<file path="src/rtl/agu_pkg.sv">
package agu_pkg;
  typedef enum logic [1:0] {
    AM_HOLD     = 2'd0,
    AM_LINEAR   = 2'd1,
    AM_RING     = 2'd2,
    AM_REVCARRY = 2'd3
  } amode_t;

  localparam logic [2:0] FLD_PTR  = 3'd0;
  localparam logic [2:0] FLD_STEP = 3'd1;
  localparam logic [2:0] FLD_BASE = 3'd2;
  localparam logic [2:0] FLD_LEN  = 3'd3;
  localparam logic [2:0] FLD_MODE = 3'd4;
  localparam logic [2:0] FLD_SIZE = 3'd5;
endpackage

</file>
<file path="src/rtl/agu_ring_step.sv">
module agu_ring_step #(
  parameter int AW = 16
) (
  input  logic [AW-1:0] ptr,
  input  logic [AW-1:0] step,
  input  logic [AW-1:0] base,
  input  logic [AW-1:0] len,
  output logic [AW-1:0] nxt
);
  localparam int EW = AW + 2;

  logic signed [EW-1:0] sum_e;
  logic signed [EW-1:0] base_e;
  logic signed [EW-1:0] len_e;
  logic signed [EW-1:0] lim_e;
  logic signed [EW-1:0] res_e;
  logic                 neg;

  always_comb begin
    neg    = step[AW-1];
    base_e = $signed({2'b00, base});
    len_e  = $signed({2'b00, len});
    lim_e  = base_e + len_e;
    sum_e  = $signed({2'b00, ptr}) + $signed({{2{step[AW-1]}}, step});
    res_e  = sum_e;
    if (neg) begin
      if (sum_e < base_e) res_e = sum_e + len_e;
    end else begin
      if (sum_e >= lim_e) res_e = sum_e - len_e;
    end
    nxt = res_e[AW-1:0];
  end
endmodule

</file>
<file path="src/rtl/agu_revcarry.sv">
module agu_revcarry #(
  parameter int AW     = 16,
  parameter int MAXLOG = 10,
  parameter int SZW    = 4
) (
  input  logic [AW-1:0]  ptr,
  input  logic [AW-1:0]  step,
  input  logic [SZW-1:0] k,
  output logic [AW-1:0]  nxt
);
  logic carry;

  always_comb begin
    nxt   = ptr;
    carry = 1'b0;
    for (int j = MAXLOG - 1; j >= 0; j--) begin
      if (SZW'(j) < k) begin
        nxt[j] = ptr[j] ^ step[j] ^ carry;
        carry  = (ptr[j] & step[j]) | (carry & (ptr[j] ^ step[j]));
      end
    end
  end
endmodule

</file>
<file path="src/rtl/agu_chan.sv">
module agu_chan
  import agu_pkg::*;
#(
  parameter int AW     = 16,
  parameter int MAXLOG = 10,
  parameter int SZW    = 4
) (
  input  logic          clk,
  input  logic          rst_n,
  input  logic          wr_hit,
  input  logic [2:0]    wr_field,
  input  logic [AW-1:0] wr_data,
  input  logic          acc_hit,
  output logic [AW-1:0] ptr
);
  logic [AW-1:0]  ptr_q, step_q, base_q, len_q;
  amode_t         mode_q;
  logic [SZW-1:0] size_q;
  logic [SZW-1:0] k_eff;
  logic [AW-1:0]  ring_nxt, rev_nxt, nxt, ptr_d;

  always_comb begin
    if (size_q == '0)                 k_eff = SZW'(1);
    else if (size_q > SZW'(MAXLOG))   k_eff = SZW'(MAXLOG);
    else                              k_eff = size_q;
  end

  agu_ring_step #(.AW(AW)) u_ring (
    .ptr(ptr_q), .step(step_q), .base(base_q), .len(len_q), .nxt(ring_nxt)
  );

  agu_revcarry #(.AW(AW), .MAXLOG(MAXLOG), .SZW(SZW)) u_rev (
    .ptr(ptr_q), .step(step_q), .k(k_eff), .nxt(rev_nxt)
  );

  always_comb begin
    unique case (mode_q)
      AM_HOLD:     nxt = ptr_q;
      AM_LINEAR:   nxt = ptr_q + step_q;
      AM_RING:     nxt = ring_nxt;
      AM_REVCARRY: nxt = rev_nxt;
      default:     nxt = ptr_q;
    endcase
  end

  always_comb begin
    ptr_d = ptr_q;
    if (acc_hit) ptr_d = nxt;
    if (wr_hit && wr_field == FLD_PTR) ptr_d = wr_data;
  end

  always_ff @(posedge clk or negedge rst_n) begin
    if (!rst_n) begin
      ptr_q  <= '0;
      step_q <= '0;
      base_q <= '0;
      len_q  <= '0;
      mode_q <= AM_HOLD;
      size_q <= '0;
    end else begin
      ptr_q <= ptr_d;
      if (wr_hit) begin
        unique case (wr_field)
          FLD_STEP: step_q <= wr_data;
          FLD_BASE: base_q <= wr_data;
          FLD_LEN:  len_q  <= wr_data;
          FLD_MODE: mode_q <= amode_t'(wr_data[1:0]);
          FLD_SIZE: size_q <= wr_data[SZW-1:0];
          default:  ;
        endcase
      end
    end
  end

  assign ptr = ptr_q;
endmodule

</file>
<file path="src/rtl/agu_top.sv">
module agu_top #(
  parameter  int NCH    = 4,
  parameter  int AW     = 16,
  parameter  int MAXLOG = 10,
  localparam int CSW    = (NCH > 1) ? $clog2(NCH) : 1,
  localparam int SZW    = $clog2(MAXLOG + 1)
) (
  input  logic           clk,
  input  logic           rst_n,
  input  logic           wr_en,
  input  logic [CSW-1:0] wr_sel,
  input  logic [2:0]     wr_field,
  input  logic [AW-1:0]  wr_data,
  input  logic           acc_valid,
  input  logic [CSW-1:0] acc_sel,
  output logic [AW-1:0]  addr_out,
  output logic           addr_vld
);
  logic [NCH-1:0][AW-1:0] ptr_all;
  logic [AW-1:0]          addr_q;
  logic                   vld_q;

  generate
    if (AW < MAXLOG) begin : g_bad_width
      initial $error("AW must be at least MAXLOG");
    end
    for (genvar c = 0; c < NCH; c++) begin : g_ch
      logic wr_hit, acc_hit;
      assign wr_hit  = wr_en && (wr_sel == CSW'(c));
      assign acc_hit = acc_valid && (acc_sel == CSW'(c));
      agu_chan #(.AW(AW), .MAXLOG(MAXLOG), .SZW(SZW)) u_chan (
        .clk(clk), .rst_n(rst_n), .wr_hit(wr_hit), .wr_field(wr_field),
        .wr_data(wr_data), .acc_hit(acc_hit), .ptr(ptr_all[c])
      );
    end
  endgenerate

  always_ff @(posedge clk or negedge rst_n) begin
    if (!rst_n) begin
      addr_q <= '0;
      vld_q  <= 1'b0;
    end else begin
      vld_q <= acc_valid;
      if (acc_valid) addr_q <= ptr_all[acc_sel];
    end
  end

  assign addr_out = addr_q;
  assign addr_vld = vld_q;
endmodule

</file>
<file path="config.mk">
export PLATFORM = sky130hd
export DESIGN_NAME = agu_top
export DESIGN_NICKNAME = d
export VERILOG_FILES = /design/src/rtl/agu_pkg.sv /design/src/rtl/agu_ring_step.sv /design/src/rtl/agu_revcarry.sv /design/src/rtl/agu_chan.sv /design/src/rtl/agu_top.sv
export SDC_FILE = /design/constraint.sdc
export NUM_CORES = 1
export LEC_CHECK = 0
export BUFFER_PORTS_ARGS = -buffer_cell sky130_fd_sc_hd__buf_2
export CORE_UTILIZATION = 51
export DETAILED_ROUTE_END_ITERATION = 10
export PLACE_DENSITY = 0.71
export SLEW_MARGIN = 20
export SYNTH_ARGS = -nofsm -noshare
export SYNTH_HDL_FRONTEND = slang
export SYNTH_SLANG_ARGS = --single-unit
export TNS_END_PERCENT = 100
</file>
<file path="constraint.sdc">
create_clock -name clk -period 8.4 [get_ports clk]
set_clock_uncertainty 0.15 [all_clocks]
set_input_delay 1.68 -clock clk [delete_from_list [all_inputs] [get_ports clk]]
set_output_delay 1.68 -clock clk [all_outputs]
set_load 0.005 [all_outputs]
</file>
==> metrics.log <==
[metrics] result of the run: complete, no violations
[metrics] post-CTS setup buffer count: 0
[metrics] fraction of registers with async set/reset: 100.0%
[metrics] setup repair after global routing missed its margin: false
[metrics] number of design rule violations left after detail routing: 0
[metrics] class of the tightest hold or removal check: reg2reg
[metrics] final routed wirelength across all metal layers: 92150 µm
[metrics] worst setup path category: reg2reg
[metrics] count of boundary I/O pins: 44
[metrics] Avg Synthesized Cell Area: 8.664 µm²
[metrics] detailed-route vias per instance: 6.241
[metrics] part of the Yosys area used for sequential elements: 24.48%
[metrics] data required time at the worst endpoint: 8.70 ns
[metrics] total global-route track usage: 30.47%
[metrics] worst max-slew margin expressed relative to the limit: 24.75%
[metrics] vias in the first global route: 25.12k
[metrics] total negative setup slack: 0 ns
[metrics] CTS tree: done
[metrics] number of antenna violations at the first check in global routing: 9
[metrics] Filler cells: 5389
[metrics] count of standard-cell rows: 89
[metrics] portion of synthesized cell area occupied by the leading cell type: 24.48%
[metrics] dominant cell type by area after synthesis: dfrtp_1
[metrics] kind of end point of the critical path: register
[metrics] final count of negative-setup-slack endpoints: 0
[metrics] final RePlAce weighted congestion: 0.9995
[metrics] top flip-flop cell by instance count after synthesis: dfrtp_1
[metrics] Num Clock Sinks: 297
[metrics] Root Driver: clkbuf_16
[metrics] global-route wire length before repair: 144500 µm
[metrics] number of vias after detailed routing: 26.77k
[metrics] clock-pin slew on the worst setup and hold paths: 0.06 ns
[metrics] count of H-tree levels built during CTS: 2
[metrics] Starting Density: 51.54%
[metrics] area growth from synthesis to layout: 7.365%
[metrics] fin. max-slew vios: 0
[metrics] Post-layout nets: 3938
[metrics] total count of hold-check failures in the final report: 0
[metrics] post-route fraction of the period consumed by the critical path: 77.40%
[metrics] proportion of layout cells with a drive suffix above 1: 11.79%
[metrics] placed wire-length estimate after detailed placement: 68690 µm
[metrics] number of buffers created by CTS: 40
[metrics] Final Critical Period: 6.501 ns
[metrics] horizontal die dimension: 246.0 µm
[metrics] Max Buffers Root-to-Sink: 3
[metrics] crit start category: register
[metrics] Antenna Violating Nets Remaining: 0
[metrics] slew at the pin closest to its max-slew limit: 1.100 ns
[metrics] Gate Count Post-Synth: 3504
[metrics] largest driver fanout on the critical path: 11
[metrics] signal arrival time at the worst endpoint: 6.80 ns
[metrics] TritonRoute pass-1 iters: 6
[metrics] PortBufs: 43
[metrics] number of storage elements in the synthesis netlist: 297
[metrics] biggest area contributors in the synthesized netlist: dfrtp_1 (24%), ha_1 (16%), mux2_2 (6.9%), xnor2_1 (4.2%), a21oi_1 (3.9%)
[metrics] DRC violation total after the first TritonRoute iteration: 2522
[metrics] Max Clock Freq: 0.1538 GHz
[metrics] unique cell type count in the Yosys netlist: 92
[metrics] MaxCap Viol Count: 0
[metrics] warning count from the yosys run: 0
[metrics] post-synthesis net count: 3959
[metrics] Total Die Area: 60510 µm²
[metrics] placeable core region: 58910 µm²
[metrics] Resized Gates After CTS: 0
[metrics] overflow left after global routing: 0
[metrics] number of enable-type register cells in the synthesized netlist: 0
[metrics] cts hold-fix bufs: 0
[metrics] most common cell in the synthesized netlist: ha_1
[metrics] summed instance area of the synthesized netlist: 30360 µm²
[metrics] height of the die: 246.0 µm
[metrics] maximum number of pins on one net before global-route repair: 103
[metrics] Wirelength per Cell: 21.48 µm
[metrics] Clock Latency Late Sink: 0.59 ns
[metrics] Post-synth top cells: ha_1 (380), inv_1 (313), dfrtp_1 (297), nor2_1 (265), a21oi_1 (235)
routing by layer:
layer,vias to the layer above,wire [µm],GRT usage (%)
li1,12656,-,-
met1,12869,42070,43.30
met2,1018,39050,45.75
met3,218,7619,5.893
met4,8,3349,10.74
met5,-,53,0
metrics by stage:
| stage | utilization (%) | instances | setup slack [ns] | hold WS (ns) | area (µm²) |
|---|---|---|---|---|---|
| 3_5_place_dp | 53.09 | 4214 | 1.994 | 0.3411 | 31280 |
| 3_3_place_gp | 53.09 | 4214 | 2.076 | 0.3381 | 31280 |
| 5_1_grt | 55.32 | 4285 | 1.613 | 0.3732 | 32590 |
| 4_1_cts | 55.31 | 4284 | 1.944 | 0.3555 | 32580 |
| 2_1_floorplan | - | 3504 | 2.170 | 0.3346 | 30360 |
| 6_report | 55.33 | 4289 | 1.899 | 0.3517 | 32600 |
worst max-delay path, cell delays in order (launching register included):
cell	delay [ns]
dfrtp_1	0.51
o21a_1	0.23
nand2_1	0.08
fa_1	0.35
or2_2	0.31
fa_1	0.35
nand2b_1	0.16
fa_1	0.36
or2_2	0.31
fa_1	0.35
or2_2	0.31
fa_1	0.36
nand2b_1	0.17
fa_1	0.36
or2_2	0.31
fa_1	0.37
a21o_1	0.18
fa_1	0.38
o21ai_0	0.18
o31ai_1	0.09
a221oi_1	0.23
o21ai_0	0.13
o221a_2	0.14
flip-flops by register name, indices dropped and copies added, names as in the netlist:
signal,flops
g_ch.u_chan.mode_q,8
addr_out,16
g_ch.u_chan.len_q,64
g_ch.u_chan.base_q,64
addr_vld,1
g_ch.u_chan.step_q,64
g_ch.u_chan.size_q,16
g_ch.u_chan.ptr,64
placed cells by master (no fill, tap or decap), drive strengths merged, types with 31 or more instances in the layout:
master	count
a21oi	236
nand2	213
o31ai	36
xnor2	145
o21ai	235
dfrtp	297
nor2	266
ha	380
clkbuf	55
a21o	56
nand3	44
a211oi	61
nor2b	37
mux2i	42
o21a	47
nor3	81
o21bai	33
o22ai	56
buf	78
mux2	187
xor2	58
o211ai	40
inv	313
or2	31
fa	48
nand2b	56
a31oi	47
path summary, 6_finish.rpt:
| check | from | slack (ns) | depth (start not counted) | end |
|---|---|---|---|---|
| max | g_ch[1].u_chan.size_q[3] | 1.90 | 22 | g_ch[1].u_chan.ptr[0] |
| min | addr_out[14] | 0.35 | 1 | addr_out[14] |
| max reg2reg | g_ch[1].u_chan.size_q[3] | 1.90 | 22 | g_ch[1].u_chan.ptr[0] |
| min reg2reg | addr_out[14] | 0.35 | 1 | addr_out[14] |
| max in group asynchronous | rst_n | 5.77 | 2 | g_ch[2].u_chan.base_q[8] |
| min in group asynchronous | rst_n | 0.89 | 1 | g_ch[0].u_chan.len_q[1] |
final cells by class:
| class | instances | area, µm² | share of cell area, % |
|---|---|---|---|
| Timing Repair Buffer | 78 | 500.5 | 1.535 |
| Inverter | 315 | 1182 | 3.627 |
| Multi-Input combinational cell | 2751 | 21190 | 65.02 |
| Clock inverter | 15 | 136.4 | 0.4184 |
| Antenna cell | 5 | 12.51 | 0.03839 |
| Sequential cell | 297 | 7432 | 22.80 |
| Clock buffer | 55 | 1170 | 3.589 |
| Tap cell | 773 | 967.2 | 2.967 |
logic make-up (layout without fill, tap and decap cells):
family,after synthesis,after routing,share of synthesized area [%]
AOI/OAI and AO/OA,1026,1026,22.26
and+or+nand+nor,849,849,13.28
buffers and inverters,456,463,5.741
adders and majority gates,428,428,18.83
DFF,297,297,24.48
muxes,245,245,9.549
xor gates and xnor gates,203,203,5.856
other,0,5,0
Power is left out: the tool's default activity adds up to more than one toggle a clock period on the data nets, which glitch-free logic cannot reach.
